## src/rtl/mixio_pkg.sv

```systemverilog
package mixio_pkg;
  localparam int BUS_W  = 8;
  localparam int ADDR_W = 2;

  typedef enum logic [ADDR_W-1:0] {
    REG_MODE = 2'd0,
    REG_DIR  = 2'd1,
    REG_DATA = 2'd2,
    REG_NONE = 2'd3
  } regSel_e;

  typedef struct packed {
    logic    modeWe;
    logic    dirWe;
    logic    dataWe;
    logic    rdEn;
    regSel_e rdSel;
  } strobes_t;
endpackage

```

## src/rtl/mixio_sync.sv

```systemverilog
module mixio_sync #(
  parameter int WIDTH = 8
) (
  input  logic             clk,
  input  logic             rstN,
  input  logic [WIDTH-1:0] asyncIn,
  output logic [WIDTH-1:0] syncOut
);
  logic [WIDTH-1:0] stageA;

  always_ff @(posedge clk or negedge rstN) begin
    if (!rstN) begin
      stageA  <= '0;
      syncOut <= '0;
    end else begin
      stageA  <= asyncIn;
      syncOut <= stageA;
    end
  end
endmodule

```

## src/rtl/mixio_ctrl.sv

```systemverilog
module mixio_ctrl
  import mixio_pkg::*;
(
  input  logic              wrEn,
  input  logic [ADDR_W-1:0] wrAddr,
  input  logic              rdEn,
  input  logic [ADDR_W-1:0] rdAddr,
  output strobes_t          stb
);
  always_comb begin
    stb.modeWe = wrEn && (regSel_e'(wrAddr) == REG_MODE);
    stb.dirWe  = wrEn && (regSel_e'(wrAddr) == REG_DIR);
    stb.dataWe = wrEn && (regSel_e'(wrAddr) == REG_DATA);
    stb.rdEn   = rdEn;
    stb.rdSel  = regSel_e'(rdAddr);
  end
endmodule

```

## src/rtl/mixio_dp.sv

```systemverilog
module mixio_dp
  import mixio_pkg::*;
#(
  parameter int PIN_COUNT = 8
) (
  input  logic                 clk,
  input  logic                 rstN,
  input  strobes_t             stb,
  input  logic [BUS_W-1:0]     wrData,
  input  logic [PIN_COUNT-1:0] padIn,
  output logic [PIN_COUNT-1:0] padOe,
  output logic [PIN_COUNT-1:0] padOut,
  output logic [PIN_COUNT-1:0] analogSel,
  output logic [BUS_W-1:0]     rdData,
  output logic                 rdValid
);
  localparam logic [PIN_COUNT-1:0] DIR_RESET = '1;

  logic [PIN_COUNT-1:0] modeReg;
  logic [PIN_COUNT-1:0] dirReg;
  logic [PIN_COUNT-1:0] dataReg;
  logic [PIN_COUNT-1:0] padSync;
  logic [PIN_COUNT-1:0] pinView;
  logic [BUS_W-1:0]     rdNext;

  always_ff @(posedge clk or negedge rstN) begin
    if (!rstN) begin
      modeReg <= '0;
      dirReg  <= DIR_RESET;
      dataReg <= '0;
    end else begin
      if (stb.modeWe) modeReg <= wrData[PIN_COUNT-1:0];
      if (stb.dirWe)  dirReg  <= wrData[PIN_COUNT-1:0];
      if (stb.dataWe) dataReg <= wrData[PIN_COUNT-1:0];
    end
  end

  mixio_sync #(.WIDTH(PIN_COUNT)) uSync (
    .clk     (clk),
    .rstN    (rstN),
    .asyncIn (padIn),
    .syncOut (padSync)
  );

  for (genvar p = 0; p < PIN_COUNT; p++) begin : g_pin
    logic isDigital;
    logic drives;
    assign isDigital    = modeReg[p];
    assign drives       = isDigital & ~dirReg[p];
    assign padOe[p]     = drives;
    assign padOut[p]    = drives & dataReg[p];
    assign analogSel[p] = ~isDigital;
    assign pinView[p]   = isDigital & padSync[p];
  end

  always_comb begin
    rdNext = '0;
    unique case (stb.rdSel)
      REG_MODE: rdNext[PIN_COUNT-1:0] = modeReg;
      REG_DIR:  rdNext[PIN_COUNT-1:0] = dirReg;
      REG_DATA: rdNext[PIN_COUNT-1:0] = pinView;
      default:  rdNext = '0;
    endcase
  end

  always_ff @(posedge clk or negedge rstN) begin
    if (!rstN) begin
      rdData  <= '0;
      rdValid <= 1'b0;
    end else begin
      rdValid <= stb.rdEn;
      if (stb.rdEn) rdData <= rdNext;
    end
  end
endmodule

```

## src/rtl/mixed_io_port.sv

```systemverilog
module mixed_io_port
  import mixio_pkg::*;
#(
  parameter int PIN_COUNT = 8
) (
  input  logic                 clk,
  input  logic                 rstN,
  input  logic                 wrEn,
  input  logic [1:0]           wrAddr,
  input  logic [7:0]           wrData,
  input  logic                 rdEn,
  input  logic [1:0]           rdAddr,
  output logic [7:0]           rdData,
  output logic                 rdValid,
  input  logic [PIN_COUNT-1:0] padIn,
  output logic [PIN_COUNT-1:0] padOe,
  output logic [PIN_COUNT-1:0] padOut,
  output logic [PIN_COUNT-1:0] analogSel
);
  strobes_t stb;

  mixio_ctrl uCtrl (
    .wrEn   (wrEn),
    .wrAddr (wrAddr),
    .rdEn   (rdEn),
    .rdAddr (rdAddr),
    .stb    (stb)
  );

  mixio_dp #(.PIN_COUNT(PIN_COUNT)) uDp (
    .clk       (clk),
    .rstN      (rstN),
    .stb       (stb),
    .wrData    (wrData),
    .padIn     (padIn),
    .padOe     (padOe),
    .padOut    (padOut),
    .analogSel (analogSel),
    .rdData    (rdData),
    .rdValid   (rdValid)
  );
endmodule

```

## config.mk

```make
export PLATFORM = sky130hd
export DESIGN_NAME = mixed_io_port
export DESIGN_NICKNAME = d
export VERILOG_FILES = /design/src/rtl/mixio_pkg.sv /design/src/rtl/mixio_sync.sv /design/src/rtl/mixio_ctrl.sv /design/src/rtl/mixio_dp.sv /design/src/rtl/mixed_io_port.sv
export SDC_FILE = /design/constraint.sdc
export NUM_CORES = 1
export LEC_CHECK = 0
export ABC_AREA = 0
export BUFFER_PORTS_ARGS = -buffer_cell sky130_fd_sc_hd__buf_2
export CORE_ASPECT_RATIO = 0.7
export CORE_UTILIZATION = 51
export DETAILED_ROUTE_END_ITERATION = 8
export GPL_ROUTABILITY_DRIVEN = 0
export PLACE_DENSITY = 0.78
export SLEW_MARGIN = 20
export SYNTH_ARGS = -nofsm -noshare
export SYNTH_HDL_FRONTEND = slang
export SYNTH_HIERARCHICAL = 1
export SYNTH_SLANG_ARGS = --single-unit
```

## constraint.sdc

```tcl
create_clock -name clk -period 1.06 [get_ports clk]
set_clock_uncertainty 0.15 [all_clocks]
set_input_delay 0.106 -clock clk [delete_from_list [all_inputs] [get_ports clk]]
set_output_delay 0.106 -clock clk [all_outputs]
set_load 0.01 [all_outputs]
```

==> results_dict.tcl <==
set metrics [dict create \
    outcome "complete, but fails checks" \
    violations "negative setup slack" \
    synth_area_leaders "dfrtp_1 (51%), dfstp_2 (10%), mux2_2 (8.9%)" \
    dp_hpwl_mm 2.955 \
    critPathMaxFanout 2 \
    synth_nets 185 \
    dpl_worst_slack_ps -188.2 \
    worstSetupEndpointType "output pin" \
    rsz0062_at_grt "yes" \
    ant_nets 0 \
    synth_cells 161 \
    finalCriticalPeriod_ps 1470 \
    drc_errors 0 \
    cap_violations 0 \
    dr.pass1.iters 4 \
    peakVddDrop_mv 1.183 \
    grt_max_degree 50 \
    h-tree-depth 2 \
    p_leak_nw 1.527 \
    layout_common_cells "buf_2 (45), dfrtp_1 (41), buf_6 (37), buf_4 (22), dlygate4sd3_1 (18)" \
    fp-row-count 18 \
    hold_viol 0 \
    antennaDiodeCount 0 \
    cts_buffers 5 \
    wire_per_inst_um 17.10 \
    crit_path_cell_trace "nor2_4, and2_4, buf_6" \
    syn_avg_cell_area_um2 12.61 \
    worst_pin_slew_ps 410.0 \
    slowest_stage "dfstp_2" \
    drive_gt1_share_pct 58.76 \
    hold_slack_ps 10.42 \
    grt_pass1_vias 1660 \
    place_inst 269 \
    start_kind "flop" \
    synth_top_area_cell "dfrtp_1" \
    yosysTopAreaCellShare_pct 50.52 \
    setup_violations 48 \
    path_delay_family "flip-flops" \
    area_growth_pct 55.08 \
    cts_sinks 49 \
    vias 1627 \
    fin_tns_setup_ps -8644 \
    track_usage_pct 25.58 \
    dr.first_iter.drc_count 98 \
    chipHeight_um 54.80 \
    setup_ws_ps -410.4 \
    die_w_um 77.42 \
    timing.fmax_ghz 0.6801 \
    final_common_cell "buf_2" \
    via_per_inst 5.022 \
    synth_area_mm2 0.002031 \
    grt_antenna_before_repair 0 \
    timing.slew.headroom_pct 72.67 \
    cp.required_ps 800 \
    grt_pass1_wl_mm 7.596 \
    cts_tree "yes" \
    cts_buffer_depth 2 \
    hold_path.class "in -> reg" \
    nNetsFinal 297 \
    yosysWarningCount 6 \
    fin_cells 324 \
    grt-ovfl-total 0 \
    ys_types 20 \
    routed_wl_mm 5.540 \
    synth-seq-cells 49 \
    critical_path_buf_inv_count 1 \
    synth_edf_count 0 \
    insertion_delay_ps 320 \
    crit_type "reg -> out" \
    io-pin-count 57 \
    synth_ff_type "dfrtp_1" \
    synthArstFlopShare_pct 100.0 \
    maxSlewViolCount 0 \
    port-buffer-count 56 \
    clk_pin_slew_ps 100 \
    slowest_delay_ps 590 \
    root_buffer "clkbuf_8" \
    timing.final.crit_share_pct 138.7 \
    cp.arrival_ps 1210 \
    core_mm2 0.003671 \
    synth_seq_area_share_pct 60.87 \
    power.density_mw_per_mm2 1707 \
    die_area_mm2 0.004242 \
    initial_core_util_pct 55.32 \
]
-- worst min-delay path, stage by stage --
cell and delay, ps:
buf_2 80, nand2b_1 50, nand4b_1 110, o221ai_2 80
-- per-layer routing --
layer | global-route usage [%] | vias to the layer above | wire length [um]
met1 | 26.21 | 811 | 2058
met4 | 16.67 | 0 | 184
li1 | - | 748 | -
met5 | 0 | - | 0
met2 | 49.12 | 52 | 3060
met3 | 6.167 | 16 | 236
-- report_power, final --
part           internal, mW  switching, mW  total, mW
registers              2.16          0.184       2.34
clock network         0.708          0.634       1.34
logic                  1.00          0.685       1.69
total                  3.87           1.50       5.38
-- final cells by class --
| type | instances | area, um2 |
|---|---|---|
| sequential | 49 | 1236 |
| timing repair buffer | 124 | 1027 |
| multi-input combinational | 77 | 651.9 |
| fill | 183 | 521.8 |
| clock buffer | 6 | 72.57 |
| tap | 50 | 62.56 |
| inverter | 16 | 60.06 |
| clock inverter | 2 | 38.79 |
-- sequential cells by signal, indices dropped and copies added, names as in the netlist --
signal / flops
uDp/dataReg: 8
uDp/dirReg: 8
uDp/modeReg: 8
uDp/rdData: 8
uDp/rdValid: 1
uDp/uSync/stageA: 8
uDp/uSync/syncOut: 8
-- metrics by stage --
| stage | power, mW | utilization, % | cell area (um2) |
|---|---|---|---|
| floorplan | 2.855 | - | 2033 |
| global placement | 3.258 | 65.78 | 2415 |
| detailed placement | 3.319 | 65.78 | 2415 |
| CTS | 5.061 | 81.02 | 2974 |
| global route | 5.608 | 85.79 | 3149 |
| finish | 5.377 | 85.79 | 3149 |
-- cells in the mapped netlist, types with 2 or more instances --
master and instances:
and3b_1 2, o21ai_0 6, inv_1 16, buf_4 12
nor2_1 8, o221ai_1 7, dfrtp_1 41, nand2_1 9
dfstp_2 8, nand2b_1 2, mux2_2 16, buf_2 5
nand4b_1 8, and2_1 8, mux2i_1 7, o21ai_1 2
-- kinds of logic after synthesis --
| family | after synthesis | synth area share [%] |
|---|---|---|
| AOI/OAI and AO/OA | 16 | 5.730 |
| buffers and inverters | 35 | 9.920 |
| muxes | 23 | 12.32 |
| DFF | 49 | 60.87 |
| and+or+nand+nor | 38 | 11.15 |
-- path summary, 6_finish.rpt --
check,from,to,slack (ps),cells after the start
max in group asynchronous,rstN,uDp/dirReg[5],330,3
min,rdAddr[1],uDp/rdData[5],10,4
min in group asynchronous,rstN,uDp/uSync/stageA[5],150,3
max reg2reg,uDp/dirReg[2],uDp/rdData[2],-370,5
min reg2reg,uDp/uSync/stageA[5],uDp/uSync/syncOut[5],200,0
max,uDp/dirReg[2],padOut[2],-410,3
-- timing repair --
item / 4_1_cts / 5_1_grt
setup buffers: 18 / 19
hold endpoints to repair: 82 / 0
pin swaps: 10 / 4
hold buffers: 18 / 0
setup endpoints to repair: 39 / 44
resized for setup: 43 / 26
Power figures use the tool's default switching activity.
